[src/rtl/amon_pkg.sv]
package amon_pkg;

    localparam int BUS_W   = 32;
    localparam int OFF_W   = 4;
    localparam int MON_W   = 16;
    localparam int INT_W   = 10;

    // register word offsets (decoded by software, order fixed)
    localparam logic [OFF_W-1:0] OFF_CFG   = 4'd0;
    localparam logic [OFF_W-1:0] OFF_ISTS  = 4'd1;
    localparam logic [OFF_W-1:0] OFF_IMASK = 4'd2;
    localparam logic [OFF_W-1:0] OFF_STAT  = 4'd3;
    localparam logic [OFF_W-1:0] OFF_CMD   = 4'd4;
    localparam logic [OFF_W-1:0] OFF_RDQ   = 4'd5;
    localparam logic [OFF_W-1:0] OFF_MCTL  = 4'd6;

    typedef enum logic [3:0] {
        OP_NOP   = 4'd0,
        OP_READ  = 4'd1,
        OP_WRITE = 4'd2
    } op_e;

    typedef struct packed {
        logic [1:0]  rsvd;
        logic [3:0]  op;
        logic [9:0]  addr;
        logic [15:0] data;
    } cmd_t;

    typedef struct packed {
        logic            accept;
        logic            is_read;
        logic            is_write;
        logic [9:0]      addr;
        logic [MON_W-1:0] data;
    } cmd_dec_t;

    localparam logic [BUS_W-1:0] CFG_RST    = 32'h0000_1814;
    localparam logic [INT_W-1:0] ISTS_RST   = 10'h200;
    localparam logic [INT_W-1:0] IMASK_RST  = 10'h3FF;
    localparam logic [BUS_W-1:0] MCTL_RST   = 32'h0000_0010;
    localparam logic [BUS_W-1:0] MCTL_WMASK = 32'h00FF_FEFF;

    localparam int MCTL_HOLD_BIT = 4;
    localparam int INT_LTH_BIT   = 9;
    localparam int INT_GTH_BIT   = 8;
    localparam int THR_LSB       = 16;
    localparam int THR_W         = 4;

    function automatic logic [THR_W-1:0] cfg_thresh(input logic [BUS_W-1:0] cfg);
        return cfg[THR_LSB +: THR_W];
    endfunction

endpackage

[src/rtl/amon_cmd_dec.sv]
module amon_cmd_dec
    import amon_pkg::*;
#(
    parameter int MON_REGS = 128
) (
    input  logic [BUS_W-1:0] word,
    input  logic             hold,
    input  logic             strobe,
    output cmd_dec_t         dec
);
    cmd_t cmd;
    logic in_range;
    logic op_known;

    assign cmd      = cmd_t'(word);
    assign in_range = int'(cmd.addr) < MON_REGS;
    assign op_known = (cmd.op == OP_NOP) || (cmd.op == OP_READ) || (cmd.op == OP_WRITE);

    always_comb begin
        dec          = '0;
        dec.addr     = cmd.addr;
        dec.data     = cmd.data;
        dec.accept   = strobe && !hold && op_known &&
                       ((cmd.op == OP_NOP) || in_range);
        dec.is_read  = dec.accept && (cmd.op == OP_READ);
        dec.is_write = dec.accept && (cmd.op == OP_WRITE);
    end
endmodule

[src/rtl/amon_monram.sv]
module amon_monram #(
    parameter int ENTRIES = 128,
    parameter int WIDTH   = 16,
    localparam int AW     = $clog2(ENTRIES)
) (
    input  logic             clk,
    input  logic             rst,
    input  logic             we,
    input  logic [AW-1:0]    addr,
    input  logic [WIDTH-1:0] wdata,
    output logic [WIDTH-1:0] rdata
);
    logic [WIDTH-1:0] mem [ENTRIES];

    always_ff @(posedge clk) begin
        if (rst) begin
            for (int i = 0; i < ENTRIES; i++) mem[i] <= '0;
        end else if (we) begin
            mem[addr] <= wdata;
        end
    end

    assign rdata = mem[addr];
endmodule

[src/rtl/amon_rdfifo.sv]
module amon_rdfifo #(
    parameter int DEPTH = 16,
    parameter int WIDTH = 16,
    localparam int PW   = $clog2(DEPTH),
    localparam int CW   = $clog2(DEPTH + 1)
) (
    input  logic             clk,
    input  logic             rst,
    input  logic             push,
    input  logic [WIDTH-1:0] push_data,
    input  logic             pop,
    output logic [WIDTH-1:0] pop_data,
    output logic [CW-1:0]    count,
    output logic [CW-1:0]    count_nx,
    output logic             full,
    output logic             empty
);
    logic [WIDTH-1:0] mem [DEPTH];
    logic [PW-1:0]    wp_q, rp_q;
    logic [CW-1:0]    cnt_q;
    logic             do_push, do_pop;

    assign full     = (cnt_q == CW'(DEPTH));
    assign empty    = (cnt_q == '0);
    assign do_push  = push && !full;
    assign do_pop   = pop && !empty;
    assign pop_data = empty ? '0 : mem[rp_q];
    assign count    = cnt_q;

    always_comb begin
        count_nx = cnt_q;
        case ({do_push, do_pop})
            2'b10:   count_nx = cnt_q + 1'b1;
            2'b01:   count_nx = cnt_q - 1'b1;
            default: count_nx = cnt_q;
        endcase
    end

    function automatic logic [PW-1:0] bump(input logic [PW-1:0] p);
        return (p == PW'(DEPTH - 1)) ? '0 : p + 1'b1;
    endfunction

    always_ff @(posedge clk) begin
        if (rst) begin
            wp_q  <= '0;
            rp_q  <= '0;
            cnt_q <= '0;
        end else begin
            if (do_push) begin
                mem[wp_q] <= push_data;
                wp_q      <= bump(wp_q);
            end
            if (do_pop) rp_q <= bump(rp_q);
            cnt_q <= count_nx;
        end
    end

    AST_FIFO_BOUND: assert property (@(posedge clk) disable iff (rst)
        cnt_q <= CW'(DEPTH)) else $error("fifo count above depth");

    AST_FIFO_FULL_HOLD: assert property (@(posedge clk) disable iff (rst)
        (push && !pop && full) |=> (cnt_q == CW'(DEPTH))) else $error("full push changed count");

    AST_FIFO_EMPTY_POP: assert property (@(posedge clk) disable iff (rst)
        (pop && !push && empty) |=> (cnt_q == '0)) else $error("empty pop changed count");
endmodule

[src/rtl/amon_cmd_regs.sv]
module amon_cmd_regs
    import amon_pkg::*;
#(
    parameter int FIFO_DEPTH = 16,
    parameter int MON_REGS   = 128
) (
    input  logic              clk,
    input  logic              rst,
    input  logic              bus_valid,
    input  logic              bus_write,
    input  logic [OFF_W-1:0]  bus_addr,
    input  logic [BUS_W-1:0]  bus_wdata,
    output logic [BUS_W-1:0]  bus_rdata,
    output logic              irq
);
    localparam int CNT_W = $clog2(FIFO_DEPTH + 1);
    localparam int RA_W  = $clog2(MON_REGS);

    logic [BUS_W-1:0] cfg_q, cfg_nx, mctl_q, rdata_q, rd_val, stat_val;
    logic [INT_W-1:0] ists_q, ists_nx, imask_q, ists_clr;
    logic [MON_W-1:0] held_q, mon_rd, q_out;
    logic [CNT_W-1:0] q_cnt, q_cnt_nx;
    logic             q_full, q_empty;
    logic             wr, rd, gth;
    cmd_dec_t         dec;

    assign wr = bus_valid && bus_write;
    assign rd = bus_valid && !bus_write;

    amon_cmd_dec #(.MON_REGS(MON_REGS)) u_dec (
        .word   (bus_wdata),
        .hold   (mctl_q[MCTL_HOLD_BIT]),
        .strobe (wr && bus_addr == OFF_CMD),
        .dec    (dec)
    );

    amon_monram #(.ENTRIES(MON_REGS), .WIDTH(MON_W)) u_ram (
        .clk   (clk),
        .rst   (rst),
        .we    (dec.is_write),
        .addr  (dec.addr[RA_W-1:0]),
        .wdata (dec.data),
        .rdata (mon_rd)
    );

    amon_rdfifo #(.DEPTH(FIFO_DEPTH), .WIDTH(MON_W)) u_rdq (
        .clk       (clk),
        .rst       (rst),
        .push      (dec.accept),
        .push_data (held_q),
        .pop       (rd && bus_addr == OFF_RDQ),
        .pop_data  (q_out),
        .count     (q_cnt),
        .count_nx  (q_cnt_nx),
        .full      (q_full),
        .empty     (q_empty)
    );

    // interrupt status next state, evaluated on post-operation values
    assign cfg_nx   = (wr && bus_addr == OFF_CFG) ? bus_wdata : cfg_q;
    assign ists_clr = (wr && bus_addr == OFF_ISTS) ? bus_wdata[INT_W-1:0] : '0;
    assign gth      = q_cnt_nx > CNT_W'(cfg_thresh(cfg_nx));

    always_comb begin
        ists_nx = ists_q & ~ists_clr;
        ists_nx[INT_LTH_BIT] = 1'b1;
        if (gth) ists_nx[INT_GTH_BIT] = 1'b1;
    end

    always_comb begin
        stat_val = '0;
        stat_val[12 +: CNT_W] = q_cnt;
        stat_val[10] = 1'b1;
        stat_val[9]  = q_full;
        stat_val[8]  = q_empty;
    end

    always_comb begin
        case (bus_addr)
            OFF_CFG:   rd_val = cfg_q;
            OFF_ISTS:  rd_val = BUS_W'(ists_q);
            OFF_IMASK: rd_val = {{(BUS_W-INT_W){imask_q == IMASK_RST && mask_all_q}}, imask_q};
            OFF_STAT:  rd_val = stat_val;
            OFF_RDQ:   rd_val = BUS_W'(q_out);
            OFF_MCTL:  rd_val = mctl_q;
            default:   rd_val = '0;
        endcase
    end

    // the mask reads all ones until software first writes it
    logic mask_all_q;

    always_ff @(posedge clk) begin
        if (rst) begin
            cfg_q      <= CFG_RST;
            ists_q     <= ISTS_RST;
            imask_q    <= IMASK_RST;
            mask_all_q <= 1'b1;
            mctl_q     <= MCTL_RST;
            held_q     <= '0;
            rdata_q    <= '0;
        end else begin
            cfg_q   <= cfg_nx;
            ists_q  <= ists_nx;
            rdata_q <= rd ? rd_val : '0;
            if (wr && bus_addr == OFF_IMASK) begin
                imask_q    <= bus_wdata[INT_W-1:0];
                mask_all_q <= 1'b0;
            end
            if (wr && bus_addr == OFF_MCTL) mctl_q <= bus_wdata & MCTL_WMASK;
            if (dec.accept) held_q <= dec.is_read ? mon_rd : '0;
        end
    end

    assign bus_rdata = rdata_q;
    assign irq       = |(ists_q & ~imask_q);

    AST_LTH_ALWAYS_SET: assert property (@(posedge clk) disable iff (rst)
        ists_q[INT_LTH_BIT]) else $error("bit 9 of status cleared");

    AST_HOLD_DROPS_CMD: assert property (@(posedge clk) disable iff (rst)
        (wr && bus_addr == OFF_CMD && mctl_q[MCTL_HOLD_BIT]) |=> $stable(q_cnt))
        else $error("command accepted while held");

    AST_BAD_READ_ZERO: assert property (@(posedge clk) disable iff (rst)
        (rd && (bus_addr == OFF_CMD || bus_addr > OFF_MCTL)) |=> (bus_rdata == '0))
        else $error("rejected read returned data");

    AST_IDLE_RDATA_ZERO: assert property (@(posedge clk) disable iff (rst)
        !rd |=> (bus_rdata == '0)) else $error("read data outside a read");
endmodule

[config.mk]
export PLATFORM = sky130hd
export DESIGN_NAME = amon_cmd_regs
export DESIGN_NICKNAME = d
export VERILOG_FILES = /design/src/rtl/amon_pkg.sv /design/src/rtl/amon_cmd_dec.sv /design/src/rtl/amon_monram.sv /design/src/rtl/amon_rdfifo.sv /design/src/rtl/amon_cmd_regs.sv
export SDC_FILE = /design/constraint.sdc
export NUM_CORES = 2
export LEC_CHECK = 0
export BUFFER_PORTS_ARGS = -buffer_cell sky130_fd_sc_hd__clkbuf_2
export CORE_MARGIN = 3
export CORE_UTILIZATION = 50
export CTS_CLUSTER_DIAMETER = 30
export DETAILED_ROUTE_END_ITERATION = 8
export PLACE_DENSITY = 0.71
export SLEW_MARGIN = 10
export SYNTH_ARGS = -nofsm -noshare
export SYNTH_HDL_FRONTEND = slang
export SYNTH_SLANG_ARGS = --single-unit
[constraint.sdc]
create_clock -name clk -period 3.73 [get_ports clk]
set_input_delay 0 -clock clk [delete_from_list [all_inputs] [get_ports clk]]
set_output_delay 0 -clock clk [all_outputs]
set_load 0.02 [all_outputs]
==> flow_summary.ini <==
[power]
switching_share = 0.2195
p_leak_nw = 49.52
powerDensity_mw_per_mm2 = 596.4
p_seq_frac = 0.397
pwr-share-comb = 0.041
switching_power_mw = 17.11
intPower_mw = 60.84
power_mw = 77.95
clock_power_share = 0.563
ir_worst_vdd_uv = 457.2

[logic_synthesis]
synthesis.instances = 7846
syn_avg_cell_area_sq_um = 13.85
synth.area.mux_share = 0.1118
syn_area_sq_mm = 0.1087
yosys_warnings = 0
synth_top_family_by_area = simple AND/OR/NAND/NOR gates
yosysTopAreaCell = edfxtp_1
synthXorXnorAreaFrac = 0.0005642
synthAdderAreaFrac = 0.001681
ys_seq_area_frac = 0.6624
synth-edff-count = 2304
ys_seq_elements = 2444
synth_top_area_share = 0.6366
ys_top_cells_by_area = edfxtp_1 64%, and2_1 12%, mux2i_1 9.5%
synth.distinct_cells = 60
synth_compound_area_frac = 0.04020
synth-simple-area-share = 0.1583
synth_nets = 7900
async_flop_share = 0
synth-main-ff-cell = edfxtp_1

[grt]
grt_use_total = 0.2744
grt_max_degree = 113
grt_overflow = 0
first_global_vias = 68030
grt_pass1_wl_mm = 452.3
antenna_found_initial = 12

[flow_run]
drv_cap = 0

[clock_tree]
cts_buffers = 476
cts_root_buffer = clkbuf_16
cts_tree = yes
htreeDepth = 5
cts.sinks = 2444
clock_path_buffers = 4
clk_latency_ps = 1000
clkTransAtPathRegs_ps = 60
cts-resized-gates = 0

[floorplan]
num_rows = 170
start_util = 0.5044
ioPinCount = 73
die_w_um = 472.2
core_sq_mm = 0.2155
die_area_sq_mm = 0.2230
die_y_um = 472.2

[layout]
seqCellArea_sq_mm = 0.07200
fill_cells = 15660
finalNetCount = 8205
multiInputGateArea_sq_mm = 0.03413
layout-drive-gt1-share = 0.1794
syn2layout_area_growth_pct = 20.27
fin_area_sq_mm = 0.1307
fin_util = 0.6066

[hold_path]
hold_path_class = input port to register

[placed_design]
hpwl_mm = 185.1
io_buffers = 72
routabilityCongestion = 0.9145
dpl-instance-area_sq_mm = 0.1133

[timing]
slew_headroom = 0.1626
worst_slew_pin_slew_ps = 1256
grt_setup_unrepaired = no
worst_hold_slack_ps = 80.93
setup_viol = 0
finalMaxSlewViolations = 0
finalCritPeriodShare = 0.9203
min_period_ps = 3433
hold_viol = 0
fmax_mhz = 291.3
tns_ps = 0
fin_skew_ps = 66.17

[worst_setup_path]
crit_type = input port to register
worstPathArrival_ps = 4250
cpMaxStageDelayCell = nor3_1
worstPathRequired_ps = 4540
path_common_cell = buf_4
cpPeakStageDelay_ps = 880
cp_max_fo = 18
worstPathCellList = dlygate4sd3_1 > clkbuf_2 > buf_4 > nand4bb_4 > buf_12 > buf_4 > o22ai_1 > nor4_1 > nand2_1 > nor3_1 > o31ai_1
cp_num_buf_inv = 5
worstSetupStartpointType = input port
endpoint_kind = register
cp_top_family = simple AND/OR/NAND/NOR gates

[route]
dr_total_vias = 68100
drc_errors = 0
route.detailed.wl_per_inst_um = 27.28
drt_iter0_markers = 8787
viasPerCell = 5.979
postRouteAntennaNets = 0
wl_mm = 310.7
drt_pre_antenna_iters = 6

[outcome]
outcome = completed
-- state kept, by name, indices dropped and copies added (netlist names), named ones only --
name,count
u_rdq.rp_q,4
mctl_q,23
cfg_q,32
ists_q,9
u_rdq.mem,256
imask_q,10
held_q,16
u_rdq.wp_q,4
bus_rdata,32
u_rdq.count,5
mask_all_q,1
u_ram.mem,2048
-- final cells by class --
type,instances,share of cell area
Tap cell,2838,0.02717
Sequential cell,2444,0.5508
Clock buffer,521,0.09460
Multi-Input combinational cell,4710,0.2611
Clock inverter,358,0.03292
Timing Repair Buffer,505,0.03297
Inverter,14,0.0004020
Antenna cell,1,0.00001915
-- path summary, 6_finish.rpt --
| kind | cells after the start | start | end | slack (ps) |
|---|---|---|---|---|
| max | 11 | bus_wdata[19] | held_q[12] | 300 |
| min | 3 | rst | u_rdq.wp_q[3] | 80 |
| max reg2reg | 14 | u_rdq.count[0] | ists_q[8] | 300 |
| min reg2reg | 2 | mctl_q[9] | mctl_q[9] | 460 |
-- worst register-to-register path, cell delays in order, from the launching register on --
cell,delay (ps)
dfxtp_1,440
nor4_1,90
buf_4,160
a211oi_2,240
and3b_1,210
ha_1,290
fa_1,460
mux2_2,290
ha_1,300
nor2b_1,160
o21ai_0,200
nand2b_1,90
a21oi_1,170
a41o_1,120
a31oi_1,70
-- logic make-up after synthesis --
group           Yosys count
fa+ha+maj                14
flops                  2444
mux                    1116
xor+xnor                  7
compound gates          671
simple gates           2902
buf+inv                 692
-- what timing repair did --
| action | 4_1_cts | 5_1_grt |
|---|---|---|
| buffers inserted | 0 | 0 |
| endpoints found under the hold margin | 1578 | 0 |
| hold buffers | 74 | 0 |
-- power by group through the flow --
| stage | combinational [mW] | sequential (mW) | clock, mW |
|---|---|---|---|
| finish | 3.19 | 30.9 | 43.9 |
| global route | 3.30 | 31.0 | 45.5 |
| CTS | 3.14 | 30.9 | 44.1 |
| detailed placement | 3.08 | 31.4 | 0 |
| global placement | 3.05 | 31.4 | 0 |
| floorplan | 1.78 | 31.3 | 0 |
-- metal layers --
layer	vias up	GRT usage	share of wire
li1	29400	-	-
met1	34160	0.3702	0.39
met2	3825	0.4339	0.47
met3	715	0.05381	0.095
met4	0	0.1212	0.046
met5	-	0	0
-- layout by cell type, fill, tap and decap left out, types with 44 or more instances in the layout --
cell type / instances
edfxtp_1: 2304
and2_1: 2053
mux2i_1: 1033
clkbuf_16: 487
o22ai_1: 418
buf_4: 328
nor2_1: 197
nand2_1: 186
dfxtp_1: 137
or2_2: 129
nor4_1: 114
mux4_2: 78
a21oi_1: 77
bufinv_16: 76
dlygate4sd3_1: 74
clkinv_2: 66
clkinvlp_4: 56
nor2_2: 55
clkbuf_2: 54
clkinv_4: 50
nand3_1: 44
inv_6: 44
clkinv_1: 44
-- cells in the mapped netlist, drive strengths merged, types with 3 or more instances --
cell type,n
a211o,10
nand2,190
xor2,3
nand3b,5
nand4bb,6
a31oi,16
buf,139
a22oi,26
nor3,35
nand4b,4
nand2b,14
nor2b,16
o21ai,20
o22a,32
xnor2,4
edfxtp,2304
mux2,5
mux2i,1033
inv,14
and3b,3
o2111ai,33
a211oi,5
nor4,115
o31ai,16
or2,129
and3,6
nor2,259
nor3b,3
a21oi,77
dfxtp,140
ha,13
or4b,5
a221oi,3
nand3,44
nand4,7
o211ai,3
o22ai,418
clkbuf,539
mux4,78
and2,2053
a222oi,5
-- metrics by stage --
stage | instances | setup WS, ps
finish | 11390 | 297.4
global route | 11390 | 32.88
CTS | 11390 | 318.8
detailed placement | 10440 | 87.91
global placement | 10440 | 185.6
floorplan | 7846 | 326.6
Power figures use the tool's default switching activity.
